**config.mk**
```make
export PLATFORM = sky130hd
export DESIGN_NAME = hq_move_unit
export DESIGN_NICKNAME = d
export VERILOG_FILES = /design/src/rtl/hq_move_unit.sv
export SDC_FILE = /design/constraint.sdc
export NUM_CORES = 1
export LEC_CHECK = 0
export BUFFER_PORTS_ARGS = -buffer_cell sky130_fd_sc_hd__buf_2
export CORE_AREA = 2 2 660 662
export DETAILED_ROUTE_END_ITERATION = 6
export DIE_AREA = 0 0 662 664
export PLACE_DENSITY = 0.3
export SYNTH_ARGS = -nofsm -noshare
export SYNTH_HDL_FRONTEND = slang
export SYNTH_SLANG_ARGS = --single-unit
```
**constraint.sdc**
```tcl
create_clock -name clk -period 3.7 [get_ports clk]
set_input_delay 0.185 -clock clk [delete_from_list [all_inputs] [get_ports clk]]
set_output_delay 0.185 -clock clk [all_outputs]
set_load 0.005 [all_outputs]
```
**src/rtl/hq_move_unit.sv**
```systemverilog
module hq_move_unit #(
  parameter int VL = 512
) (
  input  logic          clk,
  input  logic          rst_n,
  input  logic          in_valid,
  input  logic [1:0]    enc_class,
  input  logic [7:0]    opcode,
  input  logic [1:0]    addr_mode,
  input  logic [3:0]    src_sel,
  input  logic [1:0]    len_code,
  input  logic          w_bit,
  input  logic [VL-1:0] dst_old,
  input  logic [VL-1:0] opnd_val,
  input  logic [63:0]   mem_rdata,
  output logic          out_valid,
  output logic          reg_we,
  output logic [VL-1:0] reg_wdata,
  output logic          mem_we,
  output logic [63:0]   mem_wdata,
  output logic          fault
);
  localparam logic [7:0] OP_LOAD  = 8'h16;
  localparam logic [7:0] OP_STORE = 8'h17;

  logic is_ld, is_st, is_short, is_wide, ext, bad, do_ld, do_st;
  logic [VL-1:0] ld_val;

  assign is_ld    = opcode == OP_LOAD;
  assign is_st    = opcode == OP_STORE;
  assign is_short = enc_class == 2'd1;
  assign is_wide  = enc_class == 2'd2;
  assign ext      = is_short || is_wide;

  assign bad = (!is_ld && !is_st)
            || (enc_class == 2'd3)
            || (addr_mode == 2'b11)
            || (is_short && len_code[0])
            || (is_wide && len_code != 2'b00)
            || (is_wide && w_bit)
            || (ext && is_st && src_sel != 4'hF);

  assign do_ld = in_valid && !bad && is_ld;
  assign do_st = in_valid && !bad && is_st;

  always_comb begin
    ld_val          = ext ? '0 : dst_old;
    ld_val[63:0]    = ext ? opnd_val[63:0] : dst_old[63:0];
    ld_val[127:64]  = mem_rdata;
  end

  always_ff @(posedge clk) begin
    if (!rst_n) begin
      out_valid <= 1'b0;
      reg_we    <= 1'b0;
      mem_we    <= 1'b0;
      fault     <= 1'b0;
      reg_wdata <= '0;
      mem_wdata <= '0;
    end else begin
      out_valid <= in_valid;
      reg_we    <= do_ld;
      mem_we    <= do_st;
      fault     <= in_valid && bad;
      reg_wdata <= do_ld ? ld_val : '0;
      mem_wdata <= do_st ? opnd_val[127:64] : 64'd0;
    end
  end


  p_valid_follows_r10: assert property (@(posedge clk) disable iff (!rst_n)
    in_valid |=> out_valid);
  p_idle_quiet_r10: assert property (@(posedge clk) disable iff (!rst_n)
    !in_valid |=> !out_valid && !reg_we && !mem_we && !fault);

  p_one_enable_r4: assert property (@(posedge clk) disable iff (!rst_n)
    !(reg_we && mem_we));
  p_store_word_r4: assert property (@(posedge clk) disable iff (!rst_n)
    in_valid |=> !mem_we || mem_wdata == $past(opnd_val[127:64]));

  p_fault_silent_r9: assert property (@(posedge clk) disable iff (!rst_n)
    fault |-> !reg_we && !mem_we && reg_wdata == '0 && mem_wdata == 64'd0);

  p_regform_faults_r7: assert property (@(posedge clk) disable iff (!rst_n)
    in_valid && addr_mode == 2'b11 |=> fault);

  p_legacy_low_kept_r2: assert property (@(posedge clk) disable iff (!rst_n)
    in_valid && enc_class == 2'd0 |=> !reg_we || reg_wdata[63:0] == $past(dst_old[63:0]));

  p_ext_high_from_mem_r3: assert property (@(posedge clk) disable iff (!rst_n)
    in_valid |=> !reg_we || reg_wdata[127:64] == $past(mem_rdata));

  generate
    if (VL > 128) begin : g_upper
      p_ext_upper_zero_r3: assert property (@(posedge clk) disable iff (!rst_n)
        in_valid && enc_class != 2'd0 |=> !reg_we || reg_wdata[VL-1:128] == '0);
    end
  endgenerate
endmodule

```
# [After elaboration in Yosys (flattened, before gate mapping)]
# Index checks and enable logic that the tools add are counted.
# Widths: inputs -> output; s select.
[totals] reg_bits=580 in_bits=1110 out_inout_bits=580 wordCells=41
[classes] n_eq_ne=7 mux=1 bitwise=2 n_reduce_logical=24
[ops] cell="$mux 64" n=1
[ops] cell="$eq 8x5->1 const B" n=2
[ops] cell="$logic_and 1x1->1" n=10
[ops] cell="$logic_or 1x1->1" n=7
[ops] cell="$eq 2x2->1 const B" n=3
[ops] cell="$ne 4x4->1 const B" n=1
[ops] cell="$reduce_and 2->1" n=2
[ops] cell="$logic_not 1->1" n=3
[ops] cell="$reduce_or 3->1" n=1
[ops] cell="$eq 2x1->1 const B" n=1
[ops] cell="$not 1->1" n=2
[ops] cell="$reduce_bool 2->1" n=1

# [Logic depth before layout (Yosys ltp)]
[logic_depth] depth_word=14 ltp_mapped=8 depth_no_buf=5

# [Worst setup path after synthesis]
# Ideal clock, no wire load.
[synth_path] path_kind="input-to-reg" start="input port enc_class[0]" end="register mem_wdata[15]" arrival_ps=1444 setup_slack_ps=2136 stages=8 cell_sequence="inv_1 ha_1 buf_2 nand2b_1 o2111ai_1 buf_2 buf_2 nor3_1"
[synth_between] elab_chain_len=11 word_cells_on_any_way=19 cone_classes="eq/ne: 3; reduce/logical: 16"
[synth_lines] item="start: declaration" line="7" source="input logic [1:0] enc_class,"
[synth_lines] item="$eq 2x2->1" line="36" source="|| (enc_class == 2'd3)"
[synth_lines] item="$logic_or 1x1->1" line="36"
[synth_lines] item="$logic_or 1x1->1" line="37" source="|| (addr_mode == 2'b11)"
[synth_lines] item="$logic_or 1x1->1" line="38" source="|| (is_short && len_code[0])"
[synth_lines] item="$logic_or 1x1->1" line="39" source="|| (is_wide && len_code != 2'b00)"
[synth_lines] item="$logic_or 1x1->1" line="40" source="|| (is_wide && w_bit)"
[synth_lines] item="$logic_or 1x1->1 *" line="41" source="|| (ext && is_st && src_sel != 4'hF);"
[synth_lines] item="$logic_not 1->1 *" line="44" source="assign do_st = in_valid && !bad && is_st;"
[synth_lines] item="$logic_and 1x1->1 * (2 in a row)" line="44"
[synth_lines] item="$reduce_and 2->1 (no source line) *"
[synth_lines] item="end signal: assignment" line="66" source="mem_wdata <= do_st ? opnd_val[127:64] : 64'd0;"
[synth_lines] item="end: declaration" line="20" source="output logic [63:0] mem_wdata,"
# Mark *: on every way between the ends. The rest lies on a longest branch, timed or not.
# A chain may end at the register's enable or synchronous reset.

# [Worst setup path after layout]
[layout_path] start="input port opcode[5]" end="register reg_wdata[460]"
[layout_between] elab_chain_len=14 word_cells_on_any_way=18 cone_classes="eq/ne: 2; bitwise: 1; reduce/logical: 15"
[layout_lines] item="start: declaration" line="8" source="input logic [7:0] opcode,"
[layout_lines] item="$eq 8x5->1, on equally long branches" line="29, 30"
[layout_lines] item="$logic_not 1->1" line="35" source="assign bad = (!is_ld && !is_st)"
[layout_lines] item="$logic_and 1x1->1" line="35"
[layout_lines] item="$logic_or 1x1->1" line="36"
[layout_lines] item="$logic_or 1x1->1" line="37"
[layout_lines] item="$logic_or 1x1->1" line="38"
[layout_lines] item="$logic_or 1x1->1" line="39"
[layout_lines] item="$logic_or 1x1->1" line="40"
[layout_lines] item="$logic_or 1x1->1" line="41"
[layout_lines] item="$logic_not 1->1" line="43" source="assign do_ld = in_valid && !bad && is_ld;"
[layout_lines] item="$logic_and 1x1->1" line="43"
[layout_lines] item="$logic_and 1x1->1 *" line="43"
[layout_lines] item="$not 1->1 (no source line) *"
[layout_lines] item="$reduce_or 3->1 (no source line) *"
[layout_lines] item="end signal: assignment" line="65" source="reg_wdata <= do_ld ? ld_val : '0;"
[layout_lines] item="end: declaration" line="18" source="output logic [VL-1:0] reg_wdata,"
# Marks and branches as above.

==> impl_metrics.ini <==
[outcome]
status = completed

[grt]
antenna_found_initial = 238
grt-ovfl-total = 0
grt_pass1_wl_um = 268000
grt_pass1_vias = 23092
grt_max_degree = 146
grtUsageTotal = 0.0972

[worst_setup_path]
cp-end-kind = flip-flop
cp-endpoint = reg_wdata[460]
cp.arrival_ns = 2.95
worstPathRequired_ns = 4.47
crit_start = opcode[5]
critPathKind = input pin to flip-flop
path_max_fanout = 63
cp-start-kind = input pin

[clock_network]
clock_path_buffers = 4
cts_sinks = 580
post_cts_buffers = 0
hold_buffers = 677
cts_resized = 0
cts-buffers-inserted = 86
root_buffer = clkbuf_16
cts_tree = done
path_clk_slew_ns = 0.06
htreeDepth = 3

[synth]
syn_nets = 3045
synth-warning-count = 0
synth-seq-area-share = 0.634
netlist_instances = 1932
syn-mean-instance-area_um2 = 9.47
synth_cell_types = 25
syn_area_um2 = 18300
synth-seq-cells = 580

[timing]
slew_viol_final = 0
slew_headroom = 0.351
finalCriticalPeriod_ns = 2.19
tns_ns = 0
tightest_slew_ns = 0.974
fin_ws_ns = 1.51
finalHoldViolCount = 0
rsz0062_at_grt = false
fmax_mhz = 457
post-route-period-util = 0.592
setup_viol = 0

[floorplan]
rows = 242
die_h_um = 664
core_area_um2 = 433000
dieWidth_um = 662
die_area_um2 = 440000
start_util = 0.0423
io_pins = 1690

[drt]
firstDrtPassIters = 6
wire_per_inst_um = 22.9
drc = 0
viasPerCell = 2.30
postRouteAntennaNets = 0
drtIter0Drc = 856
vias = 22167
routed_wirelength_um = 221000

[final_layout]
synthToLayoutAreaGrowth_pct = 123
fillers = 50371
nNetsFinal = 4905
layout-drive-gt1-share = 0.369

[power_and_ir_drop]
ir_worst_vdd_uv = 294
leakage_nw = 17.0
p_total_mw = 16.3
power_density_nw_per_um2 = 400

[place]
dpl.hpwl_um = 195000
dpl_worst_slack_ns = 1.21
place.gp.congestion = 0.870
port_buffers = 1241

[flow_run]
max-cap-violations = 0

[worst_hold_path]
hold_start = opcode[6]
hold_class = input pin to flip-flop
cell families after synthesis:
family / after synthesis / synth area share
and+or+nand+nor: 972 / 0.245
DFF: 580 / 0.634
buffers and inverters: 308 / 0.0820
muxes: 64 / 0.0350
AOI/OAI and AO/OA: 5 / 0.00185
adders and majority gates: 3 / 0.00205
report_power, final:
part / internal [mW] / total [mW] / switching (mW)
Sequential: 6.25 / 6.25 / 0.00113
Combinational: 0.918 / 1.73 / 0.813
Clock: 4.86 / 8.33 / 3.47
Total: 12.0 / 16.3 / 4.28
synth_stat cells:
master,n,area share
and2_1,1,0.00034
and3_1,1,0.00034
and4_1,1,0.00048
and4bb_1,1,0.00068
buf_1,3,0.00062
buf_2,75,0.021
buf_4,3,0.0012
buf_6,32,0.020
clkbuf_1,65,0.013
dfxtp_1,580,0.63
ha_1,3,0.0021
inv_1,130,0.027
mux2i_1,64,0.035
nand2_1,385,0.079
nand2b_1,1,0.00034
nand4_1,1,0.00034
nand4b_1,1,0.00048
nor2_1,3,0.00062
nor2b_1,1,0.00034
nor3_1,561,0.15
nor3_2,15,0.0082
o2111ai_1,1,0.00048
o211ai_1,1,0.00041
o21a_1,1,0.00041
o21ai_1,2,0.00055
worst min path at each step:
stage | to | slack (ns) | cells after the start
global placement | mem_wdata[15] | 0.42 | 3
global route | reg_wdata[176] | 0.06 | 4
finish | reg_wdata[456] | 0.11 | 5
detailed placement | mem_wdata[62] | 0.41 | 3
floorplan | mem_wdata[0] | 0.31 | 2
CTS | reg_wdata[182] | 0.003 | 4
flip-flops by register name, indices dropped and copies added, names as in the netlist:
register   cells
mem_we         1
reg_wdata    512
mem_wdata     64
fault          1
out_valid      1
reg_we         1
metrics by stage:
stage | hold WS (ns) | cell area, µm² | util | cells
6_report | 0.107 | 40800 | 0.0943 | 9657
5_1_grt | 0.0570 | 40700 | 0.0941 | 9620
4_1_cts | 0.00260 | 40600 | 0.0939 | 9583
3_5_place_dp | 0.414 | 31100 | 0.0719 | 8761
3_3_place_gp | 0.421 | 31100 | 0.0719 | 8761
2_1_floorplan | 0.305 | 18300 | - | 1932
cell type report:
type                       instances  area (µm²)  share of cell area
timing repair buffer            1950       13400               0.329
sequential                       580       11600               0.284
tap                             5734        7170               0.176
multi-input combinational       1044        5220               0.128
clock buffer                     113        2380              0.0584
inverter                         130         488              0.0120
clock inverter                    32         343             0.00840
antenna                           74         185             0.00454
critical path, stage by stage:
cell and delay (ns):
dlygate4sd3_1 0.53, buf_2 0.12, nor2b_1 0.27, nand4b_1 0.35, buf_12 0.32, nor3_1 0.40
dlygate4sd3_1 0.67
routing by layer:
| metal | vias up | wire length, µm | track usage |
|---|---|---|---|
| met4 | 46 | 7350 | 0.0240 |
| met5 | - | 318 | 0 |
| met2 | 1186 | 102000 | 0.162 |
| met1 | 10354 | 79800 | 0.0997 |
| li1 | 10106 | - | - |
| met3 | 475 | 32200 | 0.0639 |
placed cells by master (no fill, tap or decap), types with 2 or more instances in the layout:
| cell type | n |
|---|---|
| buf_2 | 1241 |
| dlygate4sd3_1 | 677 |
| dfxtp_1 | 580 |
| nor3_1 | 561 |
| nand2_1 | 385 |
| inv_1 | 130 |
| clkbuf_16 | 86 |
| diode_2 | 74 |
| mux2i_1 | 64 |
| buf_4 | 17 |
| nor3_2 | 15 |
| buf_12 | 15 |
| clkbuf_1 | 14 |
| clkbuf_8 | 13 |
| clkinv_2 | 12 |
| clkinvlp_4 | 7 |
| bufinv_16 | 5 |
| nor2_1 | 3 |
| inv_6 | 3 |
| clkinv_4 | 3 |
| o21ai_1 | 2 |
| ha_1 | 2 |
Power figures use the tool's default switching activity.
